**src/rtl/segx_pkg.sv**
```systemverilog
package segx_pkg;

  typedef enum logic [1:0] {
    FLT_NONE    = 2'd0,
    FLT_INVALID = 2'd1,
    FLT_BOUNDS  = 2'd2,
    FLT_PROT    = 2'd3
  } flt_e;

  // Relocation sum on a wide carrier; callers truncate to their address width.
  function automatic logic [31:0] reloc_sum(input logic [31:0] base, input logic [31:0] off);
    return base + off;
  endfunction

  // Fault priority: invalid, then bounds, then permission.
  function automatic flt_e judge(input logic vld, input logic oob,
                                 input logic rd_ok, input logic wr_ok,
                                 input logic is_wr);
    if (!vld)                 return FLT_INVALID;
    else if (oob)             return FLT_BOUNDS;
    else if (is_wr && !wr_ok) return FLT_PROT;
    else if (!is_wr && !rd_ok) return FLT_PROT;
    else                      return FLT_NONE;
  endfunction

endpackage

```
**src/rtl/seg_table.sv**
```systemverilog
module seg_table #(
  parameter int SEG_BITS = 3,
  parameter int OFF_BITS = 12,
  parameter int PA_BITS  = 16
) (
  input  logic                clk,
  input  logic                rst_n,
  input  logic                cfg_we,
  input  logic [SEG_BITS-1:0] cfg_idx,
  input  logic [PA_BITS-1:0]  cfg_base,
  input  logic [OFF_BITS:0]   cfg_size,
  input  logic                cfg_valid,
  input  logic [1:0]          cfg_perm,
  input  logic                upd_en,
  input  logic                upd_wr,
  input  logic [SEG_BITS-1:0] sel_idx,
  output logic [PA_BITS-1:0]  sel_base,
  output logic [OFF_BITS:0]   sel_size,
  output logic                sel_vld,
  output logic [1:0]          sel_perm,
  output logic                sel_ref,
  output logic                sel_mod
);
  localparam int ENTRIES = 1 << SEG_BITS;

  logic [PA_BITS-1:0] base_q [ENTRIES];
  logic [OFF_BITS:0]  size_q [ENTRIES];
  logic [ENTRIES-1:0] vld_q, ref_q, mod_q;
  logic [1:0]         perm_q [ENTRIES];

  for (genvar e = 0; e < ENTRIES; e++) begin : g_ent
    wire load_here = cfg_we && (cfg_idx == SEG_BITS'(e));
    wire use_here  = upd_en && (sel_idx == SEG_BITS'(e));

    always_ff @(posedge clk or negedge rst_n) begin
      if (!rst_n) begin
        base_q[e] <= '0;
        size_q[e] <= '0;
        vld_q[e]  <= 1'b0;
        perm_q[e] <= 2'b00;
        ref_q[e]  <= 1'b0;
        mod_q[e]  <= 1'b0;
      end else if (load_here) begin
        base_q[e] <= cfg_base;
        size_q[e] <= cfg_size;
        vld_q[e]  <= cfg_valid;
        perm_q[e] <= cfg_perm;
        ref_q[e]  <= 1'b0;
        mod_q[e]  <= 1'b0;
      end else if (use_here) begin
        ref_q[e] <= 1'b1;
        if (upd_wr) mod_q[e] <= 1'b1;
      end
    end


    mod_implies_ref_chk: assert property (@(posedge clk) disable iff (!rst_n)
      mod_q[e] |-> ref_q[e]);
  end

  assign sel_base = base_q[sel_idx];
  assign sel_size = size_q[sel_idx];
  assign sel_vld  = vld_q[sel_idx];
  assign sel_perm = perm_q[sel_idx];
  assign sel_ref  = ref_q[sel_idx];
  assign sel_mod  = mod_q[sel_idx];


  ref_after_use_chk: assert property (@(posedge clk) disable iff (!rst_n)
    (upd_en && !(cfg_we && cfg_idx == sel_idx)) |=> ref_q[$past(sel_idx)]);


  mod_after_write_chk: assert property (@(posedge clk) disable iff (!rst_n)
    (upd_en && upd_wr && !(cfg_we && cfg_idx == sel_idx)) |=> mod_q[$past(sel_idx)]);


  load_clears_use_chk: assert property (@(posedge clk) disable iff (!rst_n)
    cfg_we |=> !ref_q[$past(cfg_idx)] && !mod_q[$past(cfg_idx)]);

endmodule

```
**src/rtl/seg_check.sv**
```systemverilog
module seg_check
  import segx_pkg::*;
#(
  parameter int OFF_BITS = 12,
  parameter int PA_BITS  = 16
) (
  input  logic                clk,
  input  logic                rst_n,
  input  logic                req_valid,
  input  logic                req_write,
  input  logic [OFF_BITS-1:0] off,
  input  logic [PA_BITS-1:0]  base,
  input  logic [OFF_BITS:0]   size,
  input  logic                vld,
  input  logic [1:0]          perm,
  output logic [PA_BITS-1:0]  pa,
  output logic                pa_valid,
  output logic                fault,
  output logic [1:0]          fault_code,
  output logic                access_ok
);
  logic out_of_bounds;
  flt_e verdict;

  assign out_of_bounds = {1'b0, off} >= size;
  assign verdict   = req_valid ? judge(vld, out_of_bounds, perm[0], perm[1], req_write)
                               : FLT_NONE;
  assign fault     = req_valid && (verdict != FLT_NONE);
  assign access_ok = req_valid && (verdict == FLT_NONE);
  assign pa_valid  = access_ok;
  assign fault_code = verdict;
  assign pa = access_ok ? PA_BITS'(reloc_sum(32'(base), 32'(off))) : '0;


  no_pa_on_fault_chk: assert property (@(posedge clk) disable iff (!rst_n)
    fault |-> !pa_valid && pa == '0);


  issued_in_bounds_chk: assert property (@(posedge clk) disable iff (!rst_n)
    pa_valid |-> ({1'b0, off} < size) && vld);


  invalid_code_chk: assert property (@(posedge clk) disable iff (!rst_n)
    (req_valid && !vld) |-> fault && fault_code == 2'd1);


  idle_quiet_chk: assert property (@(posedge clk) disable iff (!rst_n)
    !req_valid |-> !fault && !pa_valid);

endmodule

```
**src/rtl/seg_xlate_unit.sv**
```systemverilog
module seg_xlate_unit #(
  parameter int SEG_BITS = 3,
  parameter int OFF_BITS = 12,
  parameter int PA_BITS  = 16,
  localparam int VA_W    = SEG_BITS + OFF_BITS
) (
  input  logic                clk,
  input  logic                rst_n,
  input  logic                req_valid,
  input  logic                req_write,
  input  logic [VA_W-1:0]     req_vaddr,
  output logic [PA_BITS-1:0]  pa,
  output logic                pa_valid,
  output logic                fault,
  output logic [1:0]          fault_code,
  output logic                hit_ref,
  output logic                hit_mod,
  input  logic                cfg_we,
  input  logic [SEG_BITS-1:0] cfg_idx,
  input  logic [PA_BITS-1:0]  cfg_base,
  input  logic [OFF_BITS:0]   cfg_size,
  input  logic                cfg_valid,
  input  logic [1:0]          cfg_perm
);
  logic [SEG_BITS-1:0] seg_no;
  logic [OFF_BITS-1:0] seg_off;
  logic [PA_BITS-1:0]  ent_base;
  logic [OFF_BITS:0]   ent_size;
  logic                ent_vld;
  logic [1:0]          ent_perm;
  logic                access_ok;

  assign seg_no  = req_vaddr[VA_W-1:OFF_BITS];
  assign seg_off = req_vaddr[OFF_BITS-1:0];

  seg_table #(.SEG_BITS(SEG_BITS), .OFF_BITS(OFF_BITS), .PA_BITS(PA_BITS)) u_table (
    .clk(clk), .rst_n(rst_n),
    .cfg_we(cfg_we), .cfg_idx(cfg_idx), .cfg_base(cfg_base), .cfg_size(cfg_size),
    .cfg_valid(cfg_valid), .cfg_perm(cfg_perm),
    .upd_en(access_ok), .upd_wr(req_write), .sel_idx(seg_no),
    .sel_base(ent_base), .sel_size(ent_size), .sel_vld(ent_vld), .sel_perm(ent_perm),
    .sel_ref(hit_ref), .sel_mod(hit_mod)
  );

  seg_check #(.OFF_BITS(OFF_BITS), .PA_BITS(PA_BITS)) u_check (
    .clk(clk), .rst_n(rst_n),
    .req_valid(req_valid), .req_write(req_write), .off(seg_off),
    .base(ent_base), .size(ent_size), .vld(ent_vld), .perm(ent_perm),
    .pa(pa), .pa_valid(pa_valid), .fault(fault), .fault_code(fault_code),
    .access_ok(access_ok)
  );


  fault_keeps_use_chk: assert property (@(posedge clk) disable iff (!rst_n)
    (fault && !cfg_we && $past(rst_n)) |=> (hit_ref == $past(hit_ref)) || (seg_no != $past(seg_no)));

endmodule

```
**config.mk**
```make
export PLATFORM = sky130hd
export DESIGN_NAME = seg_xlate_unit
export DESIGN_NICKNAME = d
export VERILOG_FILES = /design/src/rtl/segx_pkg.sv /design/src/rtl/seg_table.sv /design/src/rtl/seg_check.sv /design/src/rtl/seg_xlate_unit.sv
export SDC_FILE = /design/constraint.sdc
export NUM_CORES = 1
export LEC_CHECK = 0
export BUFFER_PORTS_ARGS = -buffer_cell sky130_fd_sc_hd__buf_4
export CAP_MARGIN = 20
export CORE_MARGIN = 2
export CORE_UTILIZATION = 45
export DETAILED_ROUTE_END_ITERATION = 16
export GPL_TIMING_DRIVEN = 1
export SLEW_MARGIN = 25
export SYNTH_ARGS = -nofsm -noshare
export SYNTH_HDL_FRONTEND = slang
export SYNTH_SLANG_ARGS = --single-unit
export TNS_END_PERCENT = 100
```
**constraint.sdc**
```tcl
create_clock -name clk -period 4.72 [get_ports clk]
set_input_delay 0.236 -clock clk [delete_from_list [all_inputs] [get_ports clk]]
set_output_delay 0.236 -clock clk [all_outputs]
set_load 0.01 [all_outputs]
```
Yosys cells after proc, flatten, opt, wreduce, memory -nomap -nowiden
Index checks and enable logic that the tools add are counted.
{"block": "classes", "div": 0, "multipliers": 0, "reduce_logical": 51, "order_cmp": 3, "n_mux": 54, "n_bitwise": 1, "n_eq_ne": 14, "addsub": 1, "n_shift": 0}
{"cell": "binary-select mux 16 bit (select 3 bit)", "count": 1}
{"cell": "two-way mux 16 bit", "count": 3}
{"cell": "binary-select mux 13 bit (select 3 bit)", "count": 1}
{"cell": "two-way mux 1 bit", "count": 36}
{"cell": "nonzero test 2 bit", "count": 17}
{"cell": "two-way mux 13 bit", "count": 2}
{"cell": "equality test 3 bit, second input constant", "count": 8}
{"cell": "logical AND 1 bit", "count": 20}
{"cell": "adder 16 x 12 -> 16 bit", "count": 1}
{"cell": "AND reduction 2 bit", "count": 8}
{"cell": "two-way mux 2 bit", "count": 7}
{"cell": ">= comparator 12 x 13 -> 1 bit", "count": 1}
{"cell": "equality test 3 x 2 -> 1 bit, second input constant", "count": 4}
{"cell": "binary-select mux 1 bit (select 3 bit)", "count": 3}
{"cell": "binary-select mux 2 bit (select 3 bit)", "count": 1}
{"cell": "equality test 3 x 1 -> 1 bit, second input constant", "count": 2}
{"cell": "zero test 3 bit", "count": 2}
{"cell": ">= comparator 4 bit, second input constant", "count": 1}
{"cell": "< comparator 3 x 4 -> 1 bit, second input constant", "count": 1}
{"cell": "inverter 3 -> 4 bit", "count": 1}
{"cell": "zero test 1 bit", "count": 3}
{"cell": "zero test 2 bit", "count": 1}
{"block": "word_totals", "in_bits": 55, "reg_bits": 272, "ramBits": 0, "memories": 0, "out_inout_bits": 22, "mem_bits_ro": 0, "word_cells": 172, "latchBits": 0}

Logic depth before layout (Yosys ltp)
{"block": "logic_depth", "ltp_word": 16, "depth_mapped": 16, "depth_no_buf": 10}

Hierarchy
A second synthesis with hierarchy kept.
{"block": "hier_totals", "cells_unflattened": 1010, "hier_area_um2": 13367.8}
{"module": "seg_table", "cells_per_inst": 868, "area_per_inst_um2": 12341.8, "seq_area_each_um2": 6806.5, "instances": 1}
{"module": "seg_check", "cells_per_inst": 142, "area_per_inst_um2": 1026.0, "seq_area_each_um2": 0.0, "instances": 1}

Worst setup path after synthesis
OpenSTA, ideal clock, no wires.
{"block": "synth_timing", "kind": "input port to output port", "start": "input port req_vaddr[12]", "end": "output port pa[14]", "path_slack_ps": 907, "stages": 13, "required_time_ps": 4484, "n_path_buf": 3, "arrival_time_ps": 3577, "cell_sequence": "buf_6 buf_1 buf_2 mux4_2 mux2_2 ha_1 fa_1 a211oi_1 nor2_1 o21bai_1 a31oi_1 a21o_1 a21oi_1"}
{"block": "synth_between", "elab_chain_cells": 14, "elab_cells_between_ends": 26, "cone_classes": "add/sub: 1; order compare: 1; mux: 17; bitwise: 1; reduce/logical: 6"}
{"element": "start, declared", "line_no": "seg_xlate_unit.sv:11", "source": "input logic [VA_W-1:0] req_vaddr,"}
{"element": "branches (longest 13 deep; another with >= comparator 12 x 13 -> 1 bit)"}
{"element": "two-way mux 16 bit *", "line_no": "seg_check.sv:32", "source": "assign pa = access_ok ? PA_BITS'(reloc_sum(32'(base), 32'(off))) : '0;"}
{"element": "end, declared", "line_no": "seg_xlate_unit.sv:12", "source": "output logic [PA_BITS-1:0] pa,"}
Every way passes the cells marked *. The select of a mux whose other input is x is not followed.

Worst setup path after layout
{"block": "layout_timing", "start": "input port req_vaddr[12]", "end": "output port pa[15]"}
The elaborated chain is that of the path after synthesis.

==> results.py <==
metrics = {
    "detailed_routing": {
        "wl_per_cell_um": 22.1,
        "drc": 0,
        "vias_per_cell": 5.70,
        "dr.pass1.iters": 5,
        "wirelength_um": 32400,
        "ant_nets": 0,
        "first_iter_violations": 332,
        "routed-via-count": 8337,
    },
    "worst_setup_path": {
        "cp.arrival_ns": 3.93,
        "required_ns": 4.48,
        "rr_startpoint": "u_table.size_q[3]$_DFFE_PN0P_",
        "start_kind": "primary input",
        "critPathLaunch": "req_vaddr[12]",
        "crit_fanout": 25,
        "critPathKind": "in2out",
        "end_kind": "output pin",
    },
    "finish": {
        "drive_gt1_share_pct": 43.2,
        "fin_util_pct": 54.2,
        "final_cell_mix": "dfrtp_1, mux2_2, nand2_1",
        "final_cell_area_um2": 15600,
        "area_growth_pct": 18.1,
        "mostFrequentLayoutCell": "dfrtp_1",
        "nets": 1134,
    },
    "die": {
        "rows": 62,
        "die_area_um2": 30700,
        "start_util_pct": 45.9,
        "io_pins": 77,
        "core_area_um2": 28800,
        "dieWidth_um": 175,
        "die_height_um": 175,
    },
    "synthesis": {
        "syn-cell-area_um2": 13200,
        "ys_seq_area_share_pct": 51.5,
        "ys.flop_type": "dfrtp_1",
        "postSynthAreaPerCell_um2": 13.9,
        "ys_ff_latch": 272,
        "yosys_warnings": 0,
        "yosysUniqueCellTypes": 44,
        "synth_edf_count": 0,
        "syn_nets": 1031,
        "ys_async_sr_fraction_pct": 100,
        "synthCells": 951,
    },
    "power_and_ir_drop": {
        "power_mw": 7.03,
        "p_seq_share_pct": 43.6,
        "p_leak_nw": 6.87,
        "swShare_pct": 26.3,
        "power.density_nw_per_um2": 451,
        "ir_drop_v": 0.000341,
        "comb_power_share_pct": 21.8,
        "p_int_mw": 5.18,
        "power.share.clock_pct": 34.6,
        "p_sw_mw": 1.85,
    },
    "timing": {
        "setup_tns_ns": 0,
        "setup_violations": 0,
        "hold_ws_ns": 0.120,
        "finalCritPeriodShare_pct": 88.2,
        "period_minus_slack_ns": 4.16,
        "maxSlewViolCount": 0,
        "tightest_slew_ns": 1.04,
        "fmax_mhz": 240,
        "rsz0062_at_grt": "no",
        "hold_viol_final": 0,
        "clock_skew_ns": 0.0154,
        "relSlewSlack_pct": 30.6,
    },
    "cts": {
        "clockBufferDepth": 3,
        "path_clk_slew_ns": 0.06,
        "root_buffer": "clkbuf_16",
        "postCtsResizedCells": 0,
        "clock-sinks": 272,
        "clk_latency_ns": 0.56,
        "cts_tree": "yes",
        "htreeDepth": 1,
        "cts_buffers": 30,
        "postCtsHoldBufs": 33,
        "postCtsSetupRepairBufs": 0,
    },
    "hold_path": {
        "min_path_type": "in2reg",
        "min-delay-start": "req_write",
    },
    "grt": {
        "gr-total-overflow": 0,
        "grt_pass1_wl_um": 51500,
        "grt_usage_pct": 21.6,
        "first_global_vias": 8702,
        "grt_antenna_before_repair": 1,
        "grt_max_degree": 117,
    },
    "placed_design": {
        "dp_hpwl_um": 19600,
        "place.gp.congestion": 0.870,
        "place.port_buffers": 76,
        "dpl-instance-area_um2": 14200,
    },
    "job": {
        "cap_violations": 0,
    },
    "outcome": {
        "outcome": "finished clean",
    },
}
-- final timing paths --
| check | cells after the start | end | slack, ns |
|---|---|---|---|
| setup / recovery | 12 | pa[15] | 0.56 |
| hold / removal | 3 | u_table.mod_q[4]$_DFFE_PN0P_ | 0.12 |
| setup reg to reg | 10 | u_table.ref_q[1]$_DFFE_PN0P_ | 1.24 |
| hold reg to reg | 2 | u_table.base_q[74]$_DFFE_PN0P_ | 0.47 |
| max in group asynchronous | 3 | u_table.size_q[46]$_DFFE_PN0P_ | 3.13 |
| min in group asynchronous | 2 | u_table.base_q[24]$_DFFE_PN0P_ | 0.32 |
-- critical path, stage by stage --
cell and delay [ns]:
buf_4 0.42, buf_4 0.39, mux4_2 0.55, mux2_2 0.28, ha_1 0.36, o21ai_0 0.13
o21ai_0 0.52, a21oi_1 0.21, nor4b_1 0.37, xor2_1 0.21, nor2_1 0.06, buf_4 0.17
-- through the flow --
step / instances / worst slack, ns
floorplan: 951 / 0.907
global placement: 1373 / 0.635
detailed placement: 1373 / 0.622
CTS: 1462 / 0.600
global route: 1463 / 0.276
finish: 1463 / 0.557
-- synthesized netlist by cell type, drive strengths merged (5+ instances only) --
library cell  count  area share, %
o41ai             9           0.88
ha               24            2.3
o21ai            19           0.72
a21oi             7           0.27
a21o              8           0.45
nor3              8           0.34
buf              25           0.99
inv               8           0.23
nand3             5           0.19
mux4             68             12
nor2             24           0.68
nand2           116            3.3
a211oi            7           0.40
mux2            240             20
dfrtp           272             52
xor2              6           0.40
o21a              6           0.34
nand2b           10           0.47
clkbuf           33           0.94
mux2i            19            1.4
-- power by group through the flow --
stage / sequential [mW] / clock, mW / combinational (mW)
final: 3.07 / 2.43 / 1.53
after global routing: 3.13 / 2.59 / 1.68
after CTS: 3.07 / 2.48 / 1.54
after detailed placement: 3.10 / 0 / 1.51
after global placement: 3.10 / 0 / 1.49
after floorplan: 3.02 / 0 / 1.12
-- final cells by class --
cell class	instances	area, um2
sequential	272	6810
fill	2403	13200
inverter	8	30.0
clock inverter	8	115
tap	384	480
multi-input combinational	613	6150
timing repair buffer	129	1100
clock buffer	48	920
antenna	1	2.50
-- sequential cells by signal, indices dropped and copies added, names as in the netlist --
name,flops
u_table.ref_q,8
u_table.perm_q,16
u_table.mod_q,8
u_table.vld_q,8
u_table.size_q,104
u_table.base_q,128
-- layer usage --
metal  routed length [um]  global-route usage [%]
met2                15300                    34.3
met1                15400                    32.1
met5                    0                       0
met4                  410                    4.03
met3                 1180                    2.97
-- logic make-up (layout without fill, tap and decap cells) --
group                    after synthesis  count (layout)  synth area share [%]
XOR/XNOR                               9               9                 0.597
adder cells (fa/ha/maj)               25              25                  2.42
AND/OR/NAND/NOR                      184             184                  6.06
other                                  0               1                     0
multiplexers                         327             327                  33.5
buffers and inverters                 66             193                  2.16
AO/OA/AOI/OAI                         68              68                  3.73
flip-flops                           272             272                  51.5
Power figures use the tool's default switching activity.
